$ cat config.mk
export PLATFORM = sky130hd
export DESIGN_NAME = clkstop_ctrl
export DESIGN_NICKNAME = d
export VERILOG_FILES = /design/src/rtl/clkstop_pkg.sv /design/src/rtl/clkstop_phase.sv /design/src/rtl/clkstop_sync.sv /design/src/rtl/clkstop_cfg.sv /design/src/rtl/clkstop_pair.sv /design/src/rtl/clkstop_ctrl.sv
export SDC_FILE = /design/constraint.sdc
export NUM_CORES = 1
export LEC_CHECK = 0
export BUFFER_PORTS_ARGS = -buffer_cell sky130_fd_sc_hd__buf_2
export CORE_AREA = 3 3 47 49
export DETAILED_ROUTE_END_ITERATION = 16
export DIE_AREA = 0 0 50 52
export PLACE_DENSITY = 0.75
export SYNTH_ARGS = -nofsm -noshare
export SYNTH_HDL_FRONTEND = slang
export SYNTH_SLANG_ARGS = --single-unit
$ cat constraint.sdc
create_clock -name clk -period 1.6 [get_ports clk]
set_input_delay 0.16 -clock clk [delete_from_list [all_inputs] [get_ports clk]]
set_output_delay 0.16 -clock clk [all_outputs]
set_load 0.05 [all_outputs]
$ cat src/rtl/clkstop_pkg.sv
package clkstop_pkg;

  // Strobes derived from the shared output phase counter, valid for the
  // reference edge about to occur.
  typedef struct packed {
    logic t_rise;   // edge that starts a high phase of the true output
    logic c_rise;   // edge that starts a low phase of the true output
    logic hi_nxt;   // nominal true level after the coming edge
  } phase_s;

endpackage

$ cat src/rtl/clkstop_phase.sv
module clkstop_phase
  import clkstop_pkg::*;
#(
  parameter int HALF = 4,
  localparam int CW = $clog2(2 * HALF)
) (
  input  logic          clk,
  input  logic          rst_n,
  output phase_s        ph,
  output logic [CW-1:0] cnt_o
);

  localparam logic [CW-1:0] LAST  = CW'(2 * HALF - 1);
  localparam logic [CW-1:0] MID   = CW'(HALF - 1);
  localparam logic [CW-1:0] HALFV = CW'(HALF);

  logic [CW-1:0] cnt_q;
  logic [CW-1:0] cnt_n;

  always_comb begin
    cnt_n     = (cnt_q == LAST) ? '0 : cnt_q + 1'b1;
    ph.t_rise = (cnt_q == LAST);
    ph.c_rise = (cnt_q == MID);
    ph.hi_nxt = (cnt_n < HALFV);
  end

  // Reset to the last count so the first edge opens a full high phase.
  always_ff @(posedge clk) begin
    if (!rst_n) cnt_q <= LAST;
    else        cnt_q <= cnt_n;
  end

  assign cnt_o = cnt_q;

endmodule

$ cat src/rtl/clkstop_sync.sv
module clkstop_sync #(
  parameter int STAGES = 2
) (
  input  logic clk,
  input  logic rst_n,
  input  logic sample_en,   // complement-phase rising edge strobe
  input  logic req_n,       // raw asynchronous request, active low
  output logic stop_act,    // synchronized stop request, active high
  output logic rel_next     // last stage takes a released value at this sample
);

  logic [STAGES-1:0] sh_q;

  always_ff @(posedge clk) begin
    if (!rst_n)         sh_q <= '1;
    else if (sample_en) sh_q <= {sh_q[STAGES-2:0], req_n};
  end

  assign stop_act = ~sh_q[STAGES-1];
  assign rel_next = sh_q[STAGES-2];

endmodule

$ cat src/rtl/clkstop_cfg.sv
module clkstop_cfg #(
  parameter int NPAIR = 4
) (
  input  logic             clk,
  input  logic             rst_n,
  input  logic             we,
  input  logic [NPAIR-1:0] wdata,
  output logic [NPAIR-1:0] mask
);

  always_ff @(posedge clk) begin
    if (!rst_n)  mask <= '1;
    else if (we) mask <= wdata;
  end

endmodule

$ cat src/rtl/clkstop_pair.sv
module clkstop_pair
  import clkstop_pkg::*;
(
  input  logic   clk,
  input  logic   rst_n,
  input  phase_s ph,
  input  logic   stop_act,
  input  logic   rel_next,
  input  logic   stoppable,
  output logic   out_t,
  output logic   out_c,
  output logic   parked
);

  logic park_set;
  logic park_clr;
  logic parked_n;
  logic lvl_n;

  // Enter the parked state only at the start of a high phase, so the
  // parked level extends a full-width pulse.
  // Leave it only where the low phase would begin, so the first low
  // phase is also full width.
  always_comb begin
    park_set = ph.t_rise & stop_act & stoppable & ~parked;
    park_clr = ph.c_rise & rel_next & parked;
    parked_n = park_set | (parked & ~park_clr);
    lvl_n    = parked_n | ph.hi_nxt;
  end

  always_ff @(posedge clk) begin
    if (!rst_n) begin
      parked <= 1'b0;
      out_t  <= 1'b0;
      out_c  <= 1'b1;
    end else begin
      parked <= parked_n;
      out_t  <= lvl_n;
      out_c  <= ~lvl_n;
    end
  end

endmodule

$ cat src/rtl/clkstop_ctrl.sv
module clkstop_ctrl
  import clkstop_pkg::*;
#(
  parameter int NPAIR       = 4,
  parameter int HALF        = 4,
  parameter int SYNC_STAGES = 2
) (
  input  logic             clk,
  input  logic             rst_n,
  input  logic             stop_req_n,
  input  logic             cfg_we,
  input  logic [NPAIR-1:0] cfg_mask,
  output logic [NPAIR-1:0] clk_t,
  output logic [NPAIR-1:0] clk_c
);

  localparam int CW = $clog2(2 * HALF);

  phase_s           ph_w;
  logic [CW-1:0]    cnt_w;
  logic             req_w;
  logic             rel_w;
  logic [NPAIR-1:0] mask_w;
  logic [NPAIR-1:0] parked_w;

  clkstop_phase #(.HALF(HALF)) u_phase (
    .clk   (clk),
    .rst_n (rst_n),
    .ph    (ph_w),
    .cnt_o (cnt_w)
  );

  clkstop_sync #(.STAGES(SYNC_STAGES)) u_sync (
    .clk       (clk),
    .rst_n     (rst_n),
    .sample_en (ph_w.c_rise),
    .req_n     (stop_req_n),
    .stop_act  (req_w),
    .rel_next  (rel_w)
  );

  clkstop_cfg #(.NPAIR(NPAIR)) u_cfg (
    .clk   (clk),
    .rst_n (rst_n),
    .we    (cfg_we),
    .wdata (cfg_mask),
    .mask  (mask_w)
  );

  for (genvar g = 0; g < NPAIR; g++) begin : g_pair
    clkstop_pair u_pair (
      .clk       (clk),
      .rst_n     (rst_n),
      .ph        (ph_w),
      .stop_act  (req_w),
      .rel_next  (rel_w),
      .stoppable (mask_w[g]),
      .out_t     (clk_t[g]),
      .out_c     (clk_c[g]),
      .parked    (parked_w[g])
    );
  end

endmodule

# After elaboration in Yosys (flattened, before gate mapping)
# Index checks and enable logic that the tools add are counted.
dict set report totals {
  ff_bits 21
  in_bits 8
  output_inout_bits 8
}
dict set report op_classes {
  add_sub_neg 1
  magnitude_cmp 1
  eq_ne 2
  mux 1
  n_bitwise 39
}
# cell count
set op_table {}
lappend op_table {{$and A1 B1 Y1} 18}
lappend op_table {{$not A1 Y1} 13}
lappend op_table {{$or A1 B1 Y1} 8}
lappend op_table {{$add A3 B1 Y3 const B} 1}
lappend op_table {{$eq A3 B2 Y1 const B} 1}
lappend op_table {{$eq A3 B3 Y1 const B} 1}
lappend op_table {{$lt A3 B3 Y1 const B} 1}
lappend op_table {{$mux W3} 1}

# Longest topological paths before layout
dict set report depth {
  word_depth 8
  mapped_depth 4
}

# By module
# A second synthesis with hierarchy kept.
dict set report unflattened {
  hier_cells 64
  hier_area_um2 773.2
}
# module instances cells_each area_each_um2 seq_area_each_um2
set by_module_without_submodules {}
lappend by_module_without_submodules {clkstop_pair 4 8 108.9 60.1}
lappend by_module_without_submodules {clkstop_cfg 1 13 140.1 80.1}
lappend by_module_without_submodules {clkstop_phase 1 12 128.9 60.1}
lappend by_module_without_submodules {clkstop_sync 1 7 68.8 40.0}

# Least setup slack after synthesis
# Ideal clock, no wire load.
dict set report synth_path {
  kind {flip-flop to flip-flop}
  startpoint {register u_phase.cnt_q[0], in the netlist u_phase.cnt_o[0]}
  endpoint {register g_pair[0].u_pair.out_t}
  setup_ps 120
  arrival_ps 1217
  slack_ps 264
  path_stages_with_launch 5
  n_path_buf 1
  synth_period_minus_slack_ps 1336
  cell_sequence {dfxtp_1 -> ha_1 -> ha_1 -> clkbuf_1 -> o31a_1}
}
dict set report synth_between {
  elab_chain_len 7
}
# item line
set synth_rtl {}
lappend synth_rtl {{start, declared} clkstop_phase.sv:17} ;# logic [CW-1:0] cnt_q;
lappend synth_rtl {{start signal, assigned} clkstop_phase.sv:30} ;# else cnt_q <= cnt_n;
lappend synth_rtl {{branches (longest 6 deep; another with $add A3 B1 Y3)} -}
lappend synth_rtl {{$or A1 B1 Y1 (*)} clkstop_pair.sv:28} ;# lvl_n = parked_n | ph.hi_nxt;
lappend synth_rtl {{end signal, assigned} clkstop_pair.sv:38} ;# out_t <= lvl_n;
lappend synth_rtl {{end, declared} clkstop_pair.sv:10} ;# output logic out_t,
# Every way passes the cells marked *.
# A chain may end at the register's enable or synchronous reset.

# Final worst setup path
# Same ends and word-level chain as after synthesis.

==> metrics.yaml <==
layout:
  mostFrequentLayoutCells: "dfxtp_1 (21), buf_2 (15), nand2_1 (7), mux2i_1 (6)"
  antennaDiodeCount: 0
  finalNetCount: 92
  layout-drive-gt1-share: 0.238
  syn2layout_area_growth_pct: 7.03
  mostFrequentLayoutCell: "dfxtp_1"
  final_cells: 107
hold_path:
  min_to: "u_cfg.mask[2]"
  timing.hold.worst.class: "input port to flop"
  timing.hold.worst.start: "cfg_mask[2]"
  worstHoldPathCells: 3
die:
  floorplan.core_area_mm2: 0.00190
  num_rows: 16
  fp.dieArea_mm2: 0.00260
  chipWidth_um: 50
  start_util: 0.430
  design.portCount: 16
  chipHeight_um: 52
pwr:
  share_clk_of_total_power: 0.186
  total_switching_power_w: 0.000480
  post-layout-total-power_w: 0.00130
  irDropWorstVdd_mv: 1.00
  pwr-share-comb: 0.330
  static_leakage_nw: 0.392
  power.share.switching: 0.369
  internal-power_w: 0.000822
  power.density_cell_area_mw_per_mm2: 1490
  share_seq_of_total_power: 0.485
setup_path:
  crit_type: "flop to flop"
  timing.critical_path.max_delay_family: "adder cells"
  worst-path-max-fanout: 6
  endpoint_kind: "flop"
  cp_cell_sequence: "ha_1 -> ha_1 -> and4bb_1 -> o31a_1"
  timing.reg2reg.setup_slack_ns: 0.19
  timing.critical_path.arrival_ns: 1.60
  critical_path_slowest_stage_cell: "dfxtp_1"
  r2r-end: "g_pair[0].u_pair.out_t"
  critical_path.startpoint_type: "flop"
  crit_top_cell: "ha_1"
  slowest_delay_ns: 0.33
  regToRegStartpoint: "u_phase.cnt_o[0]"
  cp.required_ns: 1.80
  r2r.worst_path.cells: 4
  worstPathBufferInverterCount: 0
placement:
  placed_cells: 103
  port_buffers: 15
  routabilityCongestion: 0.767
  hpwlAfterDp_um: 837
  place_worst_setup_slack_ns: 0.218
timing:
  timing.final.ws_setup_ns: 0.194
  worst_max_slew_margin_expressed_relative_to_the_limit: 0.766
  timing_max_transition_violations_final: 0
  worst_clock_skew_ns: 0.00454
  total_negative_slack_for_setup_checks_ns: 0
  hold_violations: 0
  layout_worst_path_cycle_share: 0.878
  report.final.setup_viol: 0
  achievable-frequency_mhz: 711
  slew_of_the_pin_with_the_lowest_slew_margin_ns: 0.351
  final_period_minus_worst_setup_slack_ns: 1.41
  whs_ns: 0.0649
  unrepaired_setup_endpoints_after_global_routing: "no"
clock_network:
  clock_path_buffers: 2
  clock_tree.htree_level_count: 1
  numClockSinks: 21
  worstSkewPairLatency_ns: 0.30
  cts_hold_repair.buffers: 0
  clk_pin_slew_worst_paths_ns: 0.10
  post_cts_resize_count: 0
  cts_buffers: 3
  cts-root-buf: "clkbuf_4"
  tritoncts: "done"
  post-cts-setup-buffers: 0
yosys:
  count_of_unique_library_cells_instantiated_by_yosys: 16
  post_synth_instance_area_um2: 818
  synth_seq_area_share: 0.514
  postSynthNetCount: 84
  yosys_warnings: 0
  post_synth_inst_count: 73
  ys_ff_latch: 21
  synth_area_per_cell_um2: 11.2
routing:
  firstDrtPassIters: 2
  routed_wirelength_mm: 1.18
  drt_drc_violations_left: 0
  post_route_antenna_net_violation_count: 0
  avgViaCountPerCell: 4.76
  vias: 509
  first_iter_violations: 2
  detail_route.wl_per_cell_um: 11.0
global_route:
  grt_max_degree: 22
  grt_usage: 0.0988
  first_global_vias: 444
  grt_antenna_before_repair: 0
  first_pass_grt_wire_length_mm: 1.87
  grt_overflow_total: 0
status:
  run_status: "completed"
run:
  number_of_max_cap_violations: 0
through the flow:
step           utilization  instance area [µm²]
5_1_grt              0.461                  876
4_1_cts              0.461                  876
3_3_place_gp         0.447                  850
3_5_place_dp         0.447                  850
2_1_floorplan            -                  818
6_report             0.461                  876
cells in the mapped netlist:
cell type / number / area share
dfxtp_1: 21 / 0.51
buf_4: 8 / 0.073
nand2_1: 7 / 0.032
mux2i_1: 6 / 0.073
a21boi_1: 4 / 0.037
o21a_1: 4 / 0.037
o31a_1: 4 / 0.043
o31ai_1: 4 / 0.037
and4bb_1: 3 / 0.046
ha_1: 3 / 0.046
clkbuf_1: 2 / 0.0092
inv_1: 2 / 0.0092
o21ai_0: 2 / 0.012
and4bb_4: 1 / 0.020
buf_2: 1 / 0.0061
clkbuf_2: 1 / 0.0061
sequential cells by signal, indices dropped and copies added (netlist names):
| name | cells |
|---|---|
| u_cfg.mask | 4 |
| g_pair.u_pair.out_t | 4 |
| g_pair.u_pair.out_c | 4 |
| u_sync.sh_q | 2 |
| g_pair.u_pair.parked | 4 |
| u_phase.cnt_o | 3 |
how the worst max path moves through the flow:
stage                     cells past startpoint              from                      to
after floorplan                               4  u_phase.cnt_o[0]  g_pair[0].u_pair.out_t
after global placement                        4  u_phase.cnt_o[0]  g_pair[0].u_pair.out_t
after detailed placement                      4  u_phase.cnt_o[0]  g_pair[0].u_pair.out_t
after CTS                                     4  u_phase.cnt_o[0]  g_pair[0].u_pair.out_t
after global routing                          4  u_phase.cnt_o[0]  g_pair[0].u_pair.out_t
final                                         4  u_phase.cnt_o[0]  g_pair[0].u_pair.out_t
metal layers:
layer	part of all wire	vias to the layer above	global-route usage
li1	-	263	-
met1	0.46	229	0.114
met2	0.44	13	0.150
met3	0.073	4	0.0458
met4	0.019	0	0.0553
met5	0	-	0
area by class of cell:
| class | count | area (µm²) |
|---|---|---|
| clock buffers | 4 | 26.3 |
| well taps | 27 | 33.8 |
| repair buffers | 15 | 75.1 |
| fillers | 184 | 1030 |
| inverters | 2 | 7.51 |
| flip-flops and latches | 21 | 420 |
| multi-input cells | 38 | 313 |
logic make-up (layout without fill, tap and decap cells):
family                     Yosys count  count (layout)  synth area share
DFF                                 21              21             0.514
AOI/OAI and AO/OA                   18              18             0.165
buffers and inverters               14              21             0.104
and+or+nand+nor                     11              11            0.0979
muxes                                6               6            0.0734
adders and majority gates            3               3            0.0459
power groups by stage:
stage	registers, W	logic, W	clock network [W]
CTS	0.000632	0.000433	0.000249
detailed placement	0.000643	0.000433	0
floorplan	0.000639	0.000424	0
global placement	0.000642	0.000426	0
global route	0.000644	0.000456	0.000271
finish	0.000631	0.000429	0.000242
worst reg2reg max path: stages (launching register included):
cell      delay [ns]
dfxtp_1         0.33
ha_1            0.22
ha_1            0.24
and4bb_1        0.24
o31a_1          0.28
Power figures use the tool's default switching activity.
